File: config.mk
export PLATFORM = sky130hd
export DESIGN_NAME = sdiv32x16
export DESIGN_NICKNAME = d
export VERILOG_FILES = /design/src/rtl/div_pkg.sv /design/src/rtl/div_operand_prep.sv /design/src/rtl/div_step.sv /design/src/rtl/div_sign_fix.sv /design/src/rtl/sdiv32x16.sv
export SDC_FILE = /design/constraint.sdc
export NUM_CORES = 1
export LEC_CHECK = 0
export CORE_UTILIZATION = 35
export DETAILED_ROUTE_END_ITERATION = 10
export PLACE_DENSITY = 0.53
export REMOVE_ABC_BUFFERS = 1
export SYNTH_ARGS = -nofsm -noshare
export SYNTH_HDL_FRONTEND = slang
export SYNTH_SLANG_ARGS = --single-unit
File: constraint.sdc
create_clock -name clk -period 6.6 [get_ports clk]
set_input_delay 0.66 -clock clk [delete_from_list [all_inputs] [get_ports clk]]
set_output_delay 0.66 -clock clk [all_outputs]
set_load 0.03 [all_outputs]
File: src/rtl/div_pkg.sv
package div_pkg;

    typedef enum logic [0:0] {
        ST_IDLE = 1'b0,
        ST_RUN  = 1'b1
    } div_state_e;

    typedef struct packed {
        logic v;
        logic n;
        logic z;
        logic c;
    } div_flags_t;

    // Flags for an operation that ends without a written result.
    function automatic div_flags_t flags_abort(input logic ovf);
        div_flags_t f;
        f.v = ovf;
        f.n = 1'b0;
        f.z = 1'b0;
        f.c = 1'b0;
        return f;
    endfunction

endpackage

File: src/rtl/div_operand_prep.sv
module div_operand_prep #(
    parameter int DATA_W = 32,
    localparam int HALF_W = DATA_W / 2
) (
    input  logic [DATA_W-1:0] dividend,
    input  logic [HALF_W-1:0] divisor_lo,
    output logic [DATA_W-1:0] dvd_mag,
    output logic [HALF_W-1:0] dvs_mag,
    output logic              neg_quo,
    output logic              neg_rem,
    output logic              dvs_zero,
    output logic              too_big
);
    logic dvd_neg;
    logic dvs_neg;

    always_comb begin
        dvd_neg  = dividend[DATA_W-1];
        dvs_neg  = divisor_lo[HALF_W-1];
        dvd_mag  = dvd_neg ? (~dividend + 1'b1) : dividend;
        dvs_mag  = dvs_neg ? (~divisor_lo + 1'b1) : divisor_lo;
        neg_quo  = dvd_neg ^ dvs_neg;
        neg_rem  = dvd_neg;
        dvs_zero = (divisor_lo == '0);
        // Upper half not below divisor means magnitude quotient >= 2^HALF_W.
        too_big  = (dvd_mag[DATA_W-1:HALF_W] >= dvs_mag);
    end
endmodule

File: src/rtl/div_step.sv
module div_step #(
    parameter int HALF_W = 16
) (
    input  logic [HALF_W-1:0] rem_in,
    input  logic [HALF_W-1:0] quo_in,
    input  logic [HALF_W-1:0] dvs_mag,
    output logic [HALF_W-1:0] rem_out,
    output logic [HALF_W-1:0] quo_out
);
    logic [HALF_W:0] trial;
    logic [HALF_W:0] diff;
    logic            fits;

    always_comb begin
        trial   = {rem_in, quo_in[HALF_W-1]};
        diff    = trial - {1'b0, dvs_mag};
        fits    = (trial >= {1'b0, dvs_mag});
        rem_out = fits ? diff[HALF_W-1:0] : trial[HALF_W-1:0];
        quo_out = {quo_in[HALF_W-2:0], fits};
    end
endmodule

File: src/rtl/div_sign_fix.sv
module div_sign_fix #(
    parameter int HALF_W = 16
) (
    input  logic [HALF_W-1:0] quo_mag,
    input  logic [HALF_W-1:0] rem_mag,
    input  logic              neg_quo,
    input  logic              neg_rem,
    output logic [HALF_W-1:0] quo_s,
    output logic [HALF_W-1:0] rem_s,
    output logic              ovf
);
    always_comb begin
        quo_s = neg_quo ? (~quo_mag + 1'b1) : quo_mag;
        rem_s = neg_rem ? (~rem_mag + 1'b1) : rem_mag;
        if (neg_quo)
            ovf = quo_mag[HALF_W-1] && (|quo_mag[HALF_W-2:0]);
        else
            ovf = quo_mag[HALF_W-1];
    end
endmodule

File: src/rtl/sdiv32x16.sv
module sdiv32x16 #(
    parameter int DATA_W = 32
) (
    input  logic              clk,
    input  logic              rst,
    input  logic              start,
    input  logic [DATA_W-1:0] dividend,
    input  logic [DATA_W-1:0] divisor,
    output logic              busy,
    output logic              done,
    output logic [DATA_W-1:0] result,
    output logic              wr_en,
    output logic              flag_v,
    output logic              flag_n,
    output logic              flag_z,
    output logic              flag_c,
    output logic              div_zero
);
    import div_pkg::*;

    localparam int HALF_W = DATA_W / 2;
    localparam int CNT_W  = $clog2(HALF_W);
    localparam logic [CNT_W-1:0] LAST_STEP = CNT_W'(HALF_W - 1);

    div_state_e        state_q;
    logic [CNT_W-1:0]  cnt_q;
    logic [HALF_W-1:0] rem_q, quo_q, dvs_q;
    logic              negq_q, negr_q;
    logic [DATA_W-1:0] res_q;
    div_flags_t        flags_q;
    logic              done_q, wr_q, dz_q;

    logic [DATA_W-1:0] dvd_mag;
    logic [HALF_W-1:0] dvs_mag;
    logic              neg_quo, neg_rem, dvs_zero, too_big;
    logic [HALF_W-1:0] rem_n, quo_n, quo_s, rem_s;
    logic              fix_ovf;

    div_operand_prep #(.DATA_W(DATA_W)) i_prep (
        .dividend   (dividend),
        .divisor_lo (divisor[HALF_W-1:0]),
        .dvd_mag    (dvd_mag),
        .dvs_mag    (dvs_mag),
        .neg_quo    (neg_quo),
        .neg_rem    (neg_rem),
        .dvs_zero   (dvs_zero),
        .too_big    (too_big)
    );

    div_step #(.HALF_W(HALF_W)) i_step (
        .rem_in  (rem_q),
        .quo_in  (quo_q),
        .dvs_mag (dvs_q),
        .rem_out (rem_n),
        .quo_out (quo_n)
    );

    div_sign_fix #(.HALF_W(HALF_W)) i_fix (
        .quo_mag (quo_n),
        .rem_mag (rem_n),
        .neg_quo (negq_q),
        .neg_rem (negr_q),
        .quo_s   (quo_s),
        .rem_s   (rem_s),
        .ovf     (fix_ovf)
    );

    always_ff @(posedge clk) begin
        if (rst) begin
            state_q <= ST_IDLE;
            cnt_q   <= '0;
            rem_q   <= '0;
            quo_q   <= '0;
            dvs_q   <= '0;
            negq_q  <= 1'b0;
            negr_q  <= 1'b0;
            res_q   <= '0;
            flags_q <= '0;
            done_q  <= 1'b0;
            wr_q    <= 1'b0;
            dz_q    <= 1'b0;
        end else begin
            done_q <= 1'b0;
            wr_q   <= 1'b0;
            dz_q   <= 1'b0;
            case (state_q)
                ST_IDLE: begin
                    if (start) begin
                        if (dvs_zero) begin
                            done_q  <= 1'b1;
                            dz_q    <= 1'b1;
                            flags_q <= flags_abort(1'b0);
                        end else if (too_big) begin
                            done_q  <= 1'b1;
                            flags_q <= flags_abort(1'b1);
                        end else begin
                            rem_q   <= dvd_mag[DATA_W-1:HALF_W];
                            quo_q   <= dvd_mag[HALF_W-1:0];
                            dvs_q   <= dvs_mag;
                            negq_q  <= neg_quo;
                            negr_q  <= neg_rem;
                            cnt_q   <= '0;
                            state_q <= ST_RUN;
                        end
                    end
                end
                ST_RUN: begin
                    rem_q <= rem_n;
                    quo_q <= quo_n;
                    if (cnt_q == LAST_STEP) begin
                        state_q <= ST_IDLE;
                        done_q  <= 1'b1;
                        if (fix_ovf) begin
                            flags_q <= flags_abort(1'b1);
                        end else begin
                            res_q     <= {rem_s, quo_s};
                            wr_q      <= 1'b1;
                            flags_q.v <= 1'b0;
                            flags_q.n <= quo_s[HALF_W-1];
                            flags_q.z <= (quo_s == '0);
                            flags_q.c <= 1'b0;
                        end
                    end else begin
                        cnt_q <= cnt_q + 1'b1;
                    end
                end
                default: state_q <= ST_IDLE;
            endcase
        end
    end

    assign busy     = (state_q == ST_RUN);
    assign done     = done_q;
    assign result   = res_q;
    assign wr_en    = wr_q;
    assign flag_v   = flags_q.v;
    assign flag_n   = flags_q.n;
    assign flag_z   = flags_q.z;
    assign flag_c   = flags_q.c;
    assign div_zero = dz_q;
endmodule

### Word level (Yosys, flattened, before mapping)

Index checks and enable logic that the tools add are counted.

* bits in registers: 94
* bits of input ports: 67
* output and inout bits: 40
* word-level logic and storage cells: 89

* add/subtract/negate cells: 6
* order comparisons: 2
* equality and inequality tests: 7
* muxes and demuxes: 37
* bitwise logic cells: 11
* reductions and logical operators: 11

Operators with widths (count)
* $mux 16: 10
* $pmux 16 s2: 2
* $add 16x1->16 const B: 3
* $not 16->16: 3
* $mux 4: 9
* $add 32x1->32 const B: 1
* $logic_not 16->1: 2
* $mux 32: 1
* $not 32->32: 1
* $ge 17x16->1: 1
* $ge 16x16->1: 1
* $pmux 4 s2: 2
* $sub 16x16->16: 1
* $reduce_or 15->1: 1
* $mux 1: 11
* $reduce_and 3->1: 3
* $ne 2x2->1 const B: 4
* $reduce_and 4->1: 2
* $not 1->1: 6
* $reduce_or 3->1: 2
* $add 4x1->4 const B: 1
* $eq 4x4->1 const B: 1
* $pmux 1 s2: 2
* $ne 3x2->1 const B: 1
* 3 further kinds: 3

### Logic depth before layout (Yosys ltp)

* depth after elaboration: 8
* depth in mapped cells: 21
* gate-level depth less buffers: 20

### Cells and area by module

A second synthesis with hierarchy kept.

* cell total of the unflattened synthesis: 887
* area total of the unflattened synthesis: 7098.1 µm²

By module, submodules not included
* sdiv32x16: instances 1, cells an instance 417, area an instance 3609.7 µm², seq. area each 1861.8 µm²
* div_operand_prep: instances 1, cells an instance 201, area an instance 1534.0 µm², seq. area each 0.0 µm²
* div_step: instances 1, cells an instance 172, area an instance 1285.0 µm², seq. area each 0.0 µm²
* div_sign_fix: instances 1, cells an instance 97, area an instance 669.4 µm², seq. area each 0.0 µm²

### Least setup slack after synthesis

Ideal clock, no wire load.

* path type: input to register
* start point: in dividend[6]
* end point: reg rem_q[4]
* setup time: 0.128 ns
* arrival time: 5.509 ns
* required time: 6.472 ns
* setup slack: 0.964 ns
* cell stages on the path: 18
* path buffers: 1
* cell sequence: or4_4 -> or4_4 -> or2_4 -> or2_1 -> or3_4 -> nand2b_4 -> o31ai_4 -> xnor2_1 -> ha_1 -> a21o_1 -> a21o_1 -> a21oi_1 -> o21ai_0 -> a2111oi_1 -> clkbuf_1 -> mux2_2 -> a21oi_1 -> nor2_1

* cells in the longest elaborated chain, start to end: 7
* elaborated cells between the ends (all ways): 10
* those cells by class: 1 x add/sub; 1 x order compare; 1 x eq/ne; 5 x mux; 1 x bitwise; 1 x reduce/logical

Ends and longest elaborated chain
* start: declaration: line sdiv32x16.sv:7 `input logic [DATA_W-1:0] dividend,`
* $not 32->32 *: line div_operand_prep.sv:20 `dvd_mag = dvd_neg ? (~dividend + 1'b1) : dividend;`
* $add 32x1->32 *: line div_operand_prep.sv:20
* $mux 32 *: line div_operand_prep.sv:20
* branches (longest 4 deep; another with $ge 16x16->1)
* end signal: assignment: line sdiv32x16.sv:97 `rem_q <= dvd_mag[DATA_W-1:HALF_W];`
* end signal: assignment: line sdiv32x16.sv:108 `rem_q <= rem_n;`
* end: declaration: line sdiv32x16.sv:27 `logic [HALF_W-1:0] rem_q, quo_q, dvs_q;`

Every way passes the cells marked *. The select of a mux whose other input is x is not followed.
A chain may end at the register's enable or synchronous reset.

### Worst setup path in the final report

* start point: in dividend[4]
* end point: reg quo_q[4]

* cells in the longest elaborated chain, start to end: 7
* elaborated cells between the ends (all ways): 10
* those cells by class: 1 x add/sub; 1 x order compare; 1 x eq/ne; 5 x mux; 1 x bitwise; 1 x reduce/logical

Ends and longest elaborated chain
* $not 32->32: line div_operand_prep.sv:20
* $add 32x1->32: line div_operand_prep.sv:20
* $mux 32 *: line div_operand_prep.sv:20
* branches (longest 4 deep; another with $ge 16x16->1)
* end signal: assignment: line sdiv32x16.sv:98 `quo_q <= dvd_mag[HALF_W-1:0];`
* end signal: assignment: line sdiv32x16.sv:109 `quo_q <= quo_n;`
* end: declaration: line sdiv32x16.sv:27

Marked as above.

==> flow_metrics.py <==
metrics = {
    "detailed_routing": {
        "drtIter0Drc": 393,
        "drt.antenna.violating_nets": 0,
        "vias": 6498,
        "firstDrtPassIters": 5,
        "drt_wl_total_um": 20300,
        "drc": 0,
        "avgViaCountPerCell": 5.34,
        "wl_per_cell_um": 16.7,
    },
    "worst_setup_path": {
        "cp.arrival_ns": 6.18,
        "critPathLaunchType": "input port",
        "r2r_slack_ns": 1.57,
        "end_kind": "flip-flop",
        "crit_type": "input port to flip-flop",
        "required_ns": 6.89,
        "path_max_fanout": 32,
    },
    "placed_design": {
        "post_dp_cell_area_um2": 8010,
        "io_buffers": 89,
        "hpwl_um": 15500,
        "place_congestion": 0.861,
        "dpl.cell_count": 1202,
        "pre_cts_slack_ns": 0.338,
    },
    "power_and_ir_drop": {
        "swShare_pct": 45.9,
        "peakVddDrop_mv": 0.193,
        "powerDensity_nw_per_um2": 372,
        "power.total_mw": 3.11,
        "power_frac_comb_pct": 58.0,
        "p_int_mw": 1.68,
        "seq_power_share_pct": 22.9,
        "p_clk_share_pct": 19.0,
        "leakage_nw": 3.14,
        "switching_power_mw": 1.42,
    },
    "flow_run": {
        "max_cap_violations": 0,
    },
    "sta": {
        "layout_setup_ws_ns": 0.704,
        "worstMarginPinSlew_ns": 0.989,
        "setup_viol": 0,
        "fin_crit_ns": 5.90,
        "slew_violations": 0,
        "fin_skew_ns": 0.00963,
        "rsz0062_at_grt": "false",
        "fmax_mhz": 170,
        "hold_viol_final": 0,
        "tns_ns": 0,
        "fin_crit_sh_pct": 89.3,
        "whs_ns": 0.454,
        "relSlewSlack_pct": 33.5,
    },
    "global_route": {
        "antenna_found_initial": 0,
        "grt_max_degree": 78,
        "grt_pass1_wl_um": 32200,
        "grt-ovfl-total": 0,
        "grt_pass1_vias": 5866,
        "grt_usage_pct": 20.5,
    },
    "clock_tree": {
        "cts_tree": "yes",
        "root_buffer": "clkbuf_16",
        "cts_buffers": 9,
        "post_cts.repair.setup_buffers": 0,
        "cts.sinks": 93,
        "worstSkewPairLatency_ns": 0.36,
        "clk_pin_slew_worst_paths_ns": 0.07,
        "cts_resized": 0,
        "cts_hold_buf": 0,
        "cts_max_level": 3,
        "cts.path.max_buffers": 2,
    },
    "yosys": {
        "ys_ff_latch": 93,
        "postSynthAreaPerCell_um2": 7.70,
        "synth_cell_types": 72,
        "yosysWarningCount": 0,
        "synthFlopType": "dfxtp_1",
        "yosysSeqAreaShare_pct": 27.0,
        "synth_edf_count": 0,
        "syn_area_um2": 6900,
        "syn_inst": 896,
        "synthArstFlopShare_pct": 0,
    },
    "die": {
        "fp.coreArea_um2": 19000,
        "start_util_pct": 36.3,
        "ios": 107,
        "die_h_um": 142,
        "rows": 50,
        "die_w_um": 142,
        "die_area_um2": 20300,
    },
    "status": {
        "status": "finished, final reports clean",
    },
    "hold_path": {
        "hp-class": "flip-flop to flip-flop",
    },
    "cells_and_area": {
        "stdcell_area_um2": 8340,
        "utilization_pct": 43.9,
        "fillers": 2001,
        "drive_gt1_share_pct": 5.64,
        "area_growth_syn_to_layout_pct": 21.0,
        "final_cells": 1217,
        "final_nets": 1059,
        "diodes": 0,
    },
}
area by class of cell:
cell class	count	area [um2]	area share, %
Sequential cell	93	1860	22.3
Timing Repair Buffer	99	986	11.8
Tap cell	260	325	3.90
Inverter	39	146	1.75
Clock buffer	11	253	3.03
Clock inverter	4	78.8	0.945
Multi-Input combinational cell	711	4690	56.2
registers in the layout (all words and copies together) (netlist names), 4 cells and up:
register	cells
dvs_q	16
rem_q	16
quo_q	16
result	32
cnt_q	4
power by group through the flow:
stage	logic, mW	clock network (mW)	registers (mW)
after floorplan	1.30	0	0.702
after global placement	1.78	0	0.721
after detailed placement	1.77	0	0.722
after CTS	1.78	0.605	0.709
after global routing	1.98	0.629	0.723
final	1.80	0.591	0.713
synthesized netlist by cell type (10+ instances only):
library cell,number,area [um2]
o31ai_1,17,128
mux2i_1,22,220
nor2_1,118,443
inv_1,38,143
or3_1,10,62.6
o21ai_0,43,215
xnor2_1,31,272
xor2_1,47,412
nor4_1,10,62.6
clkbuf_1,44,165
a21o_1,10,75.1
nor3_1,14,70.1
nand2_1,85,319
a21oi_1,60,300
nand3_1,14,70.1
dfxtp_1,93,1860
a211oi_1,48,360
ha_1,38,475
worst paths after layout:
kind | start | end | cells past startpoint
worst max-delay path | dividend[4] | quo_q[4] | 21
worst min-delay path | result[21] | result[21] | 2
worst max register to register | dvs_q[1] | flag_z | 18
worst min register to register | result[21] | result[21] | 2
logic make-up (layout without fill, tap and decap cells):
family / after synthesis / after routing / synth area share, %
AND/OR/NAND/NOR: 313 / 313 / 21.7
buffers and inverters: 92 / 153 / 5.17
adder cells (fa/ha/maj): 39 / 39 / 7.18
multiplexers: 31 / 31 / 4.66
AO/OA/AOI/OAI: 249 / 249 / 24.3
flip-flops: 93 / 93 / 27.0
XOR/XNOR: 78 / 78 / 9.91
other: 1 / 1 / 0.0544
critical path, stage by stage:
cell and delay, ns:
clkdlybuf4s50_1 0.48, or4_4 0.56, or4_4 0.43, or2_4 0.27, or2_1 0.27, or3_4 0.39
nand2b_4 0.18, o31ai_4 0.18, xnor2_1 0.22, ha_1 0.32, a21o_1 0.18, a21o_1 0.17
a21oi_1 0.14, o21ai_0 0.18, a2111oi_2 0.52, buf_12 0.24, buf_4 0.32, nor2_1 0.07
a211oi_1 0.23, a21oi_1 0.06, nor2_1 0.09
layout by cell type, fill, tap and decap left out, types with 22 or more instances in the layout:
| cell | Yosys | layout |
|---|---|---|
| nand2_1 | 85 | 85 |
| ha_1 | 38 | 38 |
| dfxtp_1 | 93 | 93 |
| a21oi_1 | 60 | 60 |
| xor2_1 | 47 | 47 |
| nor2_1 | 118 | 117 |
| clkdlybuf4s50_1 | 0 | 88 |
| mux2i_1 | 22 | 22 |
| a211oi_1 | 48 | 48 |
| inv_1 | 38 | 38 |
| o21ai_0 | 43 | 43 |
| xnor2_1 | 31 | 31 |
layer usage:
layer / GRT usage [%] / part of all wire (%) / up-vias
met5: 0 / 0 / -
met4: 4.53 / 0.81 / 0
met3: 3.10 / 3.9 / 12
met2: 29.1 / 41 / 139
met1: 31.8 / 54 / 2993
li1: - / - / 3354
No activity file was read; power rests on OpenSTA's default activity.
